**src/rtl/secstate_ctrl.sv**
```systemverilog
module secstate_ctrl #(
  parameter int EVT_W  = 15,
  parameter int ADDR_W = 5
) (
  input  logic              clk,
  input  logic              rst_n,
  input  logic              reg_wr,
  input  logic [ADDR_W-1:0] reg_addr,
  input  logic [31:0]       reg_wdata,
  output logic [31:0]       reg_rdata,
  input  logic              sec_ok,
  input  logic              nsec_ok,
  input  logic [EVT_W-1:0]  evt_in,
  output logic [3:0]        sec_state,
  output logic              esc_sec,
  output logic              esc_nsec
);
  localparam logic [3:0] ST_INS = 4'b0001;
  localparam logic [3:0] ST_SEC = 4'b0010;
  localparam logic [3:0] ST_NSC = 4'b0100;
  localparam logic [3:0] ST_FAIL = 4'b1000;
  localparam logic [ADDR_W-1:0] A_STATE = ADDR_W'(0);
  localparam logic [ADDR_W-1:0] A_CFG   = ADDR_W'(4);
  localparam logic [ADDR_W-1:0] A_VIO   = ADDR_W'(8);
  localparam logic [ADDR_W-1:0] A_ESC   = ADDR_W'(12);
  localparam logic [ADDR_W-1:0] A_EVT   = ADDR_W'(16);
  localparam int HI = 16;

  logic [3:0]       st, st_nxt;
  logic             restart, cfg_lock;
  logic [EVT_W-1:0] vm_s, vm_n, em_s, em_n;
  logic             vl_s, vl_n, el_s, el_n;

  wire wr_st  = reg_wr && reg_addr == A_STATE;
  wire wr_cfg = reg_wr && reg_addr == A_CFG;
  wire wr_vio = reg_wr && reg_addr == A_VIO;
  wire wr_esc = reg_wr && reg_addr == A_ESC;

  wire [3:0] tgt    = reg_wdata[3:0];
  wire       tgt_oh = (tgt != 4'b0) && ((tgt & (tgt - 4'd1)) == 4'b0);

  wire vio = (st == ST_SEC && |(evt_in & vm_s)) ||
             (st == ST_NSC && |(evt_in & vm_n));

  assign esc_sec   = st == ST_SEC && |(evt_in & em_s);
  assign esc_nsec  = st == ST_NSC && |(evt_in & em_n);
  assign sec_state = st;

  always_comb begin
    st_nxt = st;
    if (vio)
      st_nxt = ST_FAIL;
    else if (wr_st && tgt_oh) begin
      if (st == ST_FAIL) begin
        if (tgt == ST_INS && restart) st_nxt = ST_INS;
      end else begin
        case (tgt)
          ST_SEC:  st_nxt = sec_ok  ? ST_SEC : ST_FAIL;
          ST_NSC:  st_nxt = nsec_ok ? ST_NSC : ST_FAIL;
          default: st_nxt = tgt;
        endcase
      end
    end
  end

  always_ff @(posedge clk or negedge rst_n)
    if (!rst_n) st <= ST_INS;
    else        st <= st_nxt;

  always_ff @(posedge clk or negedge rst_n)
    if (!rst_n) begin
      restart  <= 1'b0;
      cfg_lock <= 1'b0;
    end else if (wr_cfg && !cfg_lock) begin
      restart  <= reg_wdata[0];
      cfg_lock <= reg_wdata[3];
    end

  always_ff @(posedge clk or negedge rst_n)
    if (!rst_n) begin
      vm_s <= '0; vl_s <= 1'b0; vm_n <= '0; vl_n <= 1'b0;
    end else if (wr_vio) begin
      if (!vl_s) begin
        vm_s <= reg_wdata[EVT_W-1:0];
        vl_s <= reg_wdata[HI-1];
      end
      if (!vl_n) begin
        vm_n <= reg_wdata[HI +: EVT_W];
        vl_n <= reg_wdata[31];
      end
    end

  always_ff @(posedge clk or negedge rst_n)
    if (!rst_n) begin
      em_s <= '0; el_s <= 1'b0; em_n <= '0; el_n <= 1'b0;
    end else if (wr_esc) begin
      if (!el_s) begin
        em_s <= reg_wdata[EVT_W-1:0];
        el_s <= reg_wdata[HI-1];
      end
      if (!el_n) begin
        em_n <= reg_wdata[HI +: EVT_W];
        el_n <= reg_wdata[31];
      end
    end

  always_comb begin
    reg_rdata = '0;
    case (reg_addr)
      A_STATE: begin
        reg_rdata[3:0] = st;
        reg_rdata[16]  = sec_ok;
        reg_rdata[17]  = nsec_ok;
      end
      A_CFG: begin
        reg_rdata[0] = restart;
        reg_rdata[3] = cfg_lock;
      end
      A_VIO: begin
        reg_rdata[EVT_W-1:0]   = vm_s;
        reg_rdata[HI-1]        = vl_s;
        reg_rdata[HI +: EVT_W] = vm_n;
        reg_rdata[31]          = vl_n;
      end
      A_ESC: begin
        reg_rdata[EVT_W-1:0]   = em_s;
        reg_rdata[HI-1]        = el_s;
        reg_rdata[HI +: EVT_W] = em_n;
        reg_rdata[31]          = el_n;
      end
      A_EVT: begin
        reg_rdata[HI +: EVT_W] = evt_in;
        reg_rdata[0]           = esc_sec;
        reg_rdata[1]           = esc_nsec;
      end
      default: reg_rdata = '0;
    endcase
  end
endmodule

```
**config.mk**
```make
export PLATFORM = sky130hd
export DESIGN_NAME = secstate_ctrl
export DESIGN_NICKNAME = d
export VERILOG_FILES = /design/src/rtl/secstate_ctrl.sv
export SDC_FILE = /design/constraint.sdc
export NUM_CORES = 1
export LEC_CHECK = 0
export ABC_AREA = 1
export BUFFER_PORTS_ARGS = -buffer_cell sky130_fd_sc_hd__buf_2
export CORE_ASPECT_RATIO = 0.9
export CORE_MARGIN = 2
export CORE_UTILIZATION = 47
export CTS_BUF_LIST = sky130_fd_sc_hd__clkbuf_8
export DETAILED_ROUTE_END_ITERATION = 8
export HOLD_SLACK_MARGIN = 0.15
export PLACE_DENSITY = 0.79
export REMOVE_ABC_BUFFERS = 1
export SETUP_SLACK_MARGIN = 0.1
export SLEW_MARGIN = 25
export SYNTH_ARGS = -nofsm -noshare
export SYNTH_HDL_FRONTEND = slang
export SYNTH_SLANG_ARGS = --single-unit
```
**constraint.sdc**
```tcl
create_clock -name clk -period 2.1 [get_ports clk]
set_input_delay 0.21 -clock clk [delete_from_list [all_inputs] [get_ports clk]]
set_output_delay 0.21 -clock clk [all_outputs]
set_load 0.02 [all_outputs]
```
Word-level counts from Yosys, hierarchy flattened --
Cells that the tools add are included.
Cells by class: add/subtract/negate cells 1, equal/unequal tests 11, mux-type cells 19, bitwise operators 9, reductions and logical operators 27
Operator list (count):
- bitwise AND 15 bit | 4
- OR reduction 15 bit | 4
- one-hot mux 13 bit (3 select lines) | 1
- two-way mux 4 bit | 6
- one-hot mux 12 bit (2 select lines) | 1
- logical AND 1 bit | 12
- == test 5 x 4 -> 1 bit (second input constant) | 2
- AND reduction 2 bit | 5
- == test 4 x 2 -> 1 bit (second input constant) | 2
- == test 4 x 3 -> 1 bit (second input constant) | 2
- one-hot mux 1 bit (4 select lines) | 2
- one-hot mux 2 bit (4 select lines) | 1
- one-hot mux 4 bit (2 select lines) | 1
- == test 5 x 3 -> 1 bit (second input constant) | 1
- == test 5 bit (second input constant) | 1
- zero test 5 bit | 1
- one-hot mux 1 bit (5 select lines) | 1
- bitwise AND 4 bit | 1
- == test 4 x 1 -> 1 bit (second input constant) | 1
- == test 4 bit (second input constant) | 1
- zero test 4 bit | 1
- two-way mux 1 bit | 4
- inverter 1 bit | 4
- nonzero test 4 bit | 1
- 7 further kinds | 7
Storage, ports and cells: flip-flop bits (word level) 70, input bits 57, output and inout port bits 38

Logic depth before layout (Yosys ltp) --
Gate-level depths: netlist of run 1.
word-level depth 7, gate-level depth with buffers 9

Worst setup path before layout of run 1 --
Ideal clock, no wire load.
path type flip-flop to flip-flop, start point register st[0], in the netlist sec_state[0], end point register st[2], in the netlist sec_state[2], setup time 121 ps, arrival time 1266 ps, setup slack 712 ps, stages on the path, launching flop included 8, clock period less this slack 1388 ps, cells stage by stage dfstp_2 > nor2_1 > nand2_1 > nand2_1 > nand2_1 > nand3_1 > nand2_1 > a21oi_1
Between the ends: longest elaborated chain between the ends 5
Ends and longest elaborated chain:
- start: declaration | RTL line 29 | logic [3:0] st, st_nxt;
- start signal: assignment | RTL line 68 | else st <= st_nxt;
- == test 4 x 2 -> 1 bit or == test 4 x 3 -> 1 bit (tied branches) | RTL line 42, 43
- logical AND 1 bit (on tied branches) | RTL line 42, 43
- logical OR 1 bit | RTL line 42 | wire vio = (st == ST_SEC && |(evt_in & vm_s)) ||
- inequality test 3 x 2 -> 1 bit (no source line) or nonzero test 2 bit (tied branches)
- AND reduction 2 bit (no source line)
Parallel ways exist; a longest one is shown, timed or not. The select of a mux whose other input is x is not followed. A chain may end at the register's enable or synchronous reset.

Final worst setup path of run 1 --
start point register st[2], in the netlist sec_state[2], end point output port reg_rdata[0]
Between the ends: longest elaborated chain between the ends 3
Ends and longest elaborated chain:
- == test 4 x 2 -> 1 bit | RTL line 45 | assign esc_sec = st == ST_SEC && |(evt_in & em_s);
- logical AND 1 bit | RTL line 45
- one-hot mux 1 bit (5 select lines) | RTL line 109 | case (reg_addr)
- end: declaration | RTL line 10 | output logic [31:0] reg_rdata,
Every way passes these cells.

==> out/results.txt, run 1 <==
Summed over all layers, the global routing overflow is 0. The flow ran to the end, and the final reports show no timing, DRC or antenna violations. The tools report the count of antenna-violating nets left after detailed routing as 0. In this run the count of I/O pins placed on the die edge is 95. The number of gates resized after CTS was 0.

The via-per-instance ratio works out to 5.205. The smallest clock period supported by the final layout is computed as 1.785 ns. The antenna diode count was 0. Entering global routing, the biggest net connects 32 pins. The highest net fanout along the worst path was 6; the number of enable flip-flop cells after synthesis was 0.

After synthesis the netlist holds a flip-flop and latch count of 70. For this block, the via count after detailed routing is 4034. Setup violations remaining at the end of the flow were counted as 0. Hold is met by 0.1691 ns.

Reg2reg setup slack: 0.58 ns. The signal on the critical path passes through nor4_1 > buf_4 > nand3_1 > nand2_1 > buf_2. Relative to the synthesized area, the layout overhead comes to 24.96%.

The async set-or-reset flop fraction in the synthesized netlist came out at 100.0%. The critical setup path kind is flip-flop to primary output. The commonest non-fill, non-tap cell in the layout was sky130_fd_sc_hd__nand2_1. For the detailed placement HPWL, the log shows 7867 µm. The tools report the total core area as 8145 µm². TritonCTS built the clock tree.

The y dimension of the die is 91.58 µm, and the clock insertion delay at the later pin of the skew report is 0.34 ns. The tools report the initial antenna violation count as 0. The number of filler instances in the final layout was 747. The longest individual stage delay on the worst path is 0.44 ns. The tools report the reported max-cap violation count as 0.

The family with the most delay on the worst path was simple AND/OR/NAND/NOR gates. The per-instance average area after synthesis was 7.309 µm²; the total routing usage reported by global routing was 24.50%. CTS placed an instance of sky130_fd_sc_hd__clkbuf_8 at the clock tree root.

The tree built by TritonCTS fans out to 70 sinks. The worst-case IR drop observed on VDD is 0.2512 mV. The placed instances occupy a cell area of 4557 µm². The terminus of the critical flop-to-flop path is sec_state[1]$_DFFE_PN0P_. Before antenna repair, the detailed router went through 5 iterations. Setup repair after global routing left no endpoint under its margin.

The least setup slack across all paths after layout is 0.3146 ns, and the final-stage net count is 728. Primary flip-flop cell chosen by synthesis mapping: sky130_fd_sc_hd__dfrtp_1. The total of buffers placed on input and output ports is 94.

The count of hold-fix buffers inserted at cts is 28, and the area fraction of the dominant cell type after synthesis is 43.11%. The total CTS buffers came out at 9. After synthesis, the cell types taking the most area are sky130_fd_sc_hd__dfrtp_1 43%, sky130_fd_sc_hd__nand2_1 21%, sky130_fd_sc_hd__o21ai_2 6.6%.

The number of cells on the worst reg-to-reg path is 7. The tightest slew margin relative to the limit is 63.56%. Tracing the worst setup path back leads to its startpoint at sec_state[2]$_DFFE_PN0P_. After detailed routing, the number of remaining DRC violations is 0.

The nature of the critical path endpoint is a primary output. The worst hold path belongs to the class input pin to flip-flop. The total of warnings raised by yosys was 0. In the layout the commonest cells are 226 x sky130_fd_sc_hd__nand2_1, 94 x sky130_fd_sc_hd__buf_2, 69 x sky130_fd_sc_hd__dfrtp_1.

The initialized floorplan defines 31 standard-cell rows. The footprint of the flip-flops and latches is 1753 µm², and the average routed wire per standard cell is 13.94 µm. The cell area after layout was 5005 µm²; the count of cell instances traversed by the critical path was 5. Synthesis produced 548 cells. Leaving out filler cells and counting taps, the final layout contains 775. The logs give 3900 for the number of global-route vias before repair and 0.9004 for the placer's final routability congestion estimate. The post-CTS setup buffer count is 0. The maximum frequency from static timing analysis came out at 560.1 MHz.

The violation count after the first detailed-routing iteration is 353, and the share of layout cells above drive strength 1 is 23.22%. The slew of the pin with the lowest slew margin is 0.5466 ns, and the setup TNS is 0 ns. The first global-routing pass estimated 17900 µm of wire.

The slowest stage of the critical path belongs to the cell sky130_fd_sc_hd__dfrtp_1. The final cell utilization of the core came out at 61.44%. The die width was 101.3 µm; the worst clock skew on the final layout was 0.009028 ns. Total wire length after detailed routing: 10800 µm. In this run the static leakage power is 2.740 nW. Power comes to 2.541 mW. sky130_fd_sc_hd__dfrtp_1 takes more of the synthesized area than any other cell. Cell area after synthesis: 4005 µm².

Clock-pin slew was measured on the worst setup and hold paths at 0.08 ns. The run gives 0 as the max-slew violation count. The number of buffers and inverters on the critical path is 2. The worst register-to-register path begins at sec_state[0]$_DFFE_PN1P_. STA classifies the critical path startpoint as a flip-flop.

No sink is reached through more buffers than the 2 on the longest clock path. In this run the worst setup path terminates at reg_rdata[0]. The die covers 9277 µm².

The tools report the area of the multi-input gates as 1908 µm². The clock tree synthesis step divided the H-tree into 3 levels. Power per standard cell area: 507.8 nW/µm².

The run gives 49.17% as the effective utilization at floorplan. Data on the critical path is required at its endpoint by 1.89 ns. After detailed placement, the design holds a cell count of 731. Yosys mapped the design onto 31 distinct sky130hd cell types. The run gives 0 as the number of hold violations in the final report.

Prior to clock tree synthesis, the placed netlist has a worst setup slack of 0.4193 ns. The arrival time at the worst endpoint was 1.58 ns. The sequential area share after synthesis is 43.77%, and the fraction of the cycle the final worst path needs is 85.02%.
[cell families after synthesis]
logic type	count (synthesis)	synth area share, %
flops	70	43.77
compound gates	93	15.68
simple gates	307	31.80
buf+inv	78	8.747
[flip-flops by register name, summed over array words and instances (netlist names)]
| name | cells |
|---|---|
| em_n | 15 |
| em_s | 15 |
| vm_n | 15 |
| vm_s | 15 |
| sec_state | 4 |
| cfg_lock | 1 |
| el_n | 1 |
| el_s | 1 |
| restart | 1 |
| vl_n | 1 |
| vl_s | 1 |
[worst min-delay path by stage]
stage | startpoint | slack [ns] | end | depth (start not counted)
after floorplan | rst_n | -0.09 | cfg_lock$_DFFE_PN0P_ | 0
after global placement | rst_n | 0.22 | em_s[5]$_DFFE_PN0P_ | 1
after detailed placement | rst_n | 0.22 | vm_s[5]$_DFFE_PN0P_ | 1
after CTS | reg_wdata[20] | 0.15 | em_n[4]$_DFFE_PN0P_ | 3
after global routing | reg_wdata[20] | 0.17 | em_n[4]$_DFFE_PN0P_ | 3
final | reg_wdata[20] | 0.17 | em_n[4]$_DFFE_PN0P_ | 3
[power breakdown]
group,leakage (nW),internal (mW),switching [mW]
registers,0.943,1.35,0.000120
logic,1.70,0.0971,0.142
clock network,0.0944,0.446,0.508
total,2.74,1.89,0.651
[tightest hold or removal path: stages]
cell,delay (ns)
sky130_fd_sc_hd__buf_2,0.11
sky130_fd_sc_hd__inv_1,0.08
sky130_fd_sc_hd__o21ai_2,0.07
[layout make-up]
type | instances | area share [%]
Multi-Input combinational cell | 400 | 38.13
Sequential cell | 70 | 35.02
Timing Repair Buffer | 131 | 16.60
Inverter | 59 | 4.425
Clock buffer | 10 | 2.750
Tap cell | 99 | 2.475
Clock inverter | 6 | 0.6000
[synth_stat cells, types with 2 or more instances]
master                       n
sky130_fd_sc_hd__buf_4       4
sky130_fd_sc_hd__a22o_1     10
sky130_fd_sc_hd__inv_2       2
sky130_fd_sc_hd__inv_1      57
sky130_fd_sc_hd__nand4_1     4
sky130_fd_sc_hd__dfrtp_1    69
sky130_fd_sc_hd__nor2_1     35
sky130_fd_sc_hd__nand2_1   226
sky130_fd_sc_hd__buf_6       4
sky130_fd_sc_hd__o21ai_1     6
sky130_fd_sc_hd__buf_2       9
sky130_fd_sc_hd__o21ai_0    36
sky130_fd_sc_hd__a21oi_1     5
sky130_fd_sc_hd__nand3_1    32
sky130_fd_sc_hd__nand2_4     2
sky130_fd_sc_hd__o22ai_1     2
sky130_fd_sc_hd__o211ai_1    2
sky130_fd_sc_hd__o21ai_2    30
[per-layer routing]
metal,wire (µm),part of all wire (%),global-route usage (%),vias to the layer above
met3,696,6.4,3.156,31
met4,299,2.8,11.94,0
met2,4984,46,38.19,155
li1,-,-,-,1986
met1,4821,45,33.48,1862
met5,0,0,0,-
Power figures use the tool's default switching activity.
==> inputs of run 2 (changes only) <==
Settings changed: CORE_UTILIZATION 47 to 40, PLACE_DENSITY 0.79 to 0.7.
==> run 2 against run 1 <==
- clock skew rose by 0.0035 ns
- cell count rose by 3.5%
- sequential cell count did not move
- via count fell by 1.6%
- wire length rose by 3.4%
- sequential share of layout area fell by 0.67 points
- critical path type unchanged
- largest power group unchanged
- highest routed layer unchanged
==> out/results.txt, run 2 (synthesis gave the netlist of run 1 again) <==
At the end of routability-driven placement, the weighted congestion stood at 0.9204. The via-per-instance ratio is 4.951. The tools report the startpoint class of the critical path as a flip-flop.

In the layout the commonest cells are 226 x sky130_fd_sc_hd__nand2_1, 94 x sky130_fd_sc_hd__buf_2, 69 x sky130_fd_sc_hd__dfrtp_1. The count of endpoints failing setup in the final report was 0; the number of global-route vias before repair was 3832. In the routed design, unresolved DRC markers number 0. Across all setup checks in the final design, the least slack found is 0.2545 ns.

The flow ran to the end, and the final reports show no timing, DRC or antenna violations. From synthesis to final layout, the design area changed by 27.40%. The y dimension of the die was 98.93 µm.

In this run the tool buffered the top-level ports with 94 buffer cells. The register clock-pin slew on the reported worst setup and hold paths is 0.08 ns. The tightest min-delay check is of the input pin to flip-flop type.

The power per standard cell area was 549.7 nW/µm²; the share of layout cells above drive strength 1 was 23.52%. After the last flow step, the layout net total stands at 728. For the worst endpoint required time, the log shows 1.89 ns. Summing all multi-input logic gate instances after layout gives 1914 µm².

In this run the core area contains 34 standard-cell rows. Once layout is complete, the utilization of the core stands at 52.61%. The tools report the cell area after layout as 5102 µm². The post-CTS setup buffer count is 0. The filler cells instantiated in the layout total 948. The number of search-and-repair iterations in the first detailed-routing pass came out at 5.

The run gives 0 as the number of hold violations in the final report. The count of antenna-violating nets left after detailed routing was 0. The minimum setup slack after placement was 0.3941 ns; the detailed placement HPWL was 8134 µm. The highest net fanout along the worst path was 6; the number of clock sinks was 70. The run gives 9 as the total CTS buffers. Setup repair after global routing left no endpoint under its margin. Tightest slew margin relative to the limit: 62.57%. The H-tree generated during clock tree synthesis spans 3 levels. The logs give 0 for the initial antenna violation count and 95 for the I/O pin count. In this run the clock root is driven by a sky130_fd_sc_hd__clkbuf_8.

Summing over every cut layer, the via total after detailed routing is 3971. The wire length of the first global-routing pass came out at 18210 µm. The die width is 109.5 µm.

The footprint of the flip-flops and latches came out at 1753 µm². The logs give 0 for the remaining global-route overflow and 4583 µm² for the post-place instance area. The worst setup path is of the flip-flop to primary output kind. Across the VDD grid, the largest voltage drop is 0.3104 mV. Dividing the detail-routed wire length by the instance count gives 13.92 µm. For the reported max-cap violation count, the log shows 0. The slew of the pin with the lowest slew margin was 0.5614 ns; the total core area was 9699 µm². The die covers 10830 µm². At the later pin of the worst-skew pair, clock insertion delay measures 0.36 ns.

The worst setup path is captured at a primary output. The longest clock path from root to sink contains 2 buffers. Counting I/O delays and the setup requirement, the final critical path takes 1.845 ns. The run gives 0 as the antenna diode count. TritonCTS built the clock tree. The leakage power summed over all cells is 2.754 nW, and the worst clock skew on the final layout is 0.01254 ns.

Commonest non-fill, non-tap cell in the layout: sky130_fd_sc_hd__nand2_1. Wires add up to 11170 µm. The fraction of the cycle the final worst path needs works out to 87.88%.

The run gives 49 as the largest net degree at the start of global routing. Arrival time at the worst endpoint: 1.64 ns. Max-slew violation count: 0. The first routing iteration left 272 violations. Timing would allow up to 541.9 MHz. The total routing usage reported by global routing came out at 21.49%. The initial utilization of the core area, before any placement, comes to 41.29%.
[run 2: changes by cell type in the layout (fill, tap and decap cells not counted), sizes merged]
| cell | previous run | this run |
|---|---|---|
| inv | 61 | 59 |
| clkinv | 3 | 2 |
| buf | 103 | 102 |
| bufinv | 0 | 2 |
| dlygate4sd3 | 28 | 29 |
| clkinvlp | 1 | 2 |
[run 2: what timing repair did]
| item | in CTS | in global routing |
|---|---|---|
| setup endpoints to repair | 0 | 2 |
| resized for setup | 0 | 1 |
| hold buffers | 29 | 0 |
| endpoints found under the hold margin | 64 | 0 |
[run 2: worst paths after layout]
check / from / endpoint / slack [ns] / cells past startpoint
min in group asynchronous: rst_n / vm_s[4]$_DFFE_PN0P_ / 0.38 / 2
max in group asynchronous: rst_n / sec_state[0]$_DFFE_PN1P_ / 1.01 / 3
worst min-delay path: reg_wr / restart$_DFFE_PN0P_ / 0.20 / 3
worst max-delay path: sec_state[2]$_DFFE_PN0P_ / reg_rdata[0] / 0.25 / 5
worst max register to register: sec_state[0]$_DFFE_PN1P_ / sec_state[3]$_DFFE_PN0P_ / 0.61 / 8
worst min register to register: vl_n$_DFFE_PN0P_ / vl_n$_DFFE_PN0P_ / 0.50 / 2
[run 2: layer usage]
metal | part of all wire, % | GRT usage (%) | vias up
li1 | - | - | 1986
met1 | 46 | 29.61 | 1835
met2 | 47 | 34.62 | 139
met3 | 6.2 | 3.770 | 11
met4 | 0.84 | 6.329 | 0
met5 | 0 | 0 | -
[run 2: critical path, stage by stage (launching register included)]
cell,delay [ns]
sky130_fd_sc_hd__dfrtp_1,0.45
sky130_fd_sc_hd__nor4_2,0.31
sky130_fd_sc_hd__buf_4,0.17
sky130_fd_sc_hd__nand3_1,0.10
sky130_fd_sc_hd__nand2_1,0.09
sky130_fd_sc_hd__buf_2,0.16
[run 2: cell type report]
cell class	instances	area share (%)
well taps	126	3.090
inverters	59	4.340
repair buffers	131	16.33
clock inverters	6	1.667
multi-input cells	400	37.52
clock buffers	10	2.697
flip-flops and latches	70	34.36
[run 2: stage by stage]
step,cells,TNS (ns),hold WS (ns),total power [mW]
2_1_floorplan,529,-1.745,-0.08559,1.439
3_3_place_gp,757,0,0.2221,1.570
3_5_place_dp,757,0,0.2252,1.574
4_1_cts,802,0,0.1763,2.824
5_1_grt,802,0,0.2144,2.898
6_report,802,0,0.1954,2.805
[run 2: power by group]
group / switching (mW) / internal, mW / total, mW
registers: 0.000134 / 1.35 / 1.35
clock network: 0.520 / 0.696 / 1.22
logic: 0.144 / 0.0971 / 0.241
total: 0.664 / 2.14 / 2.80
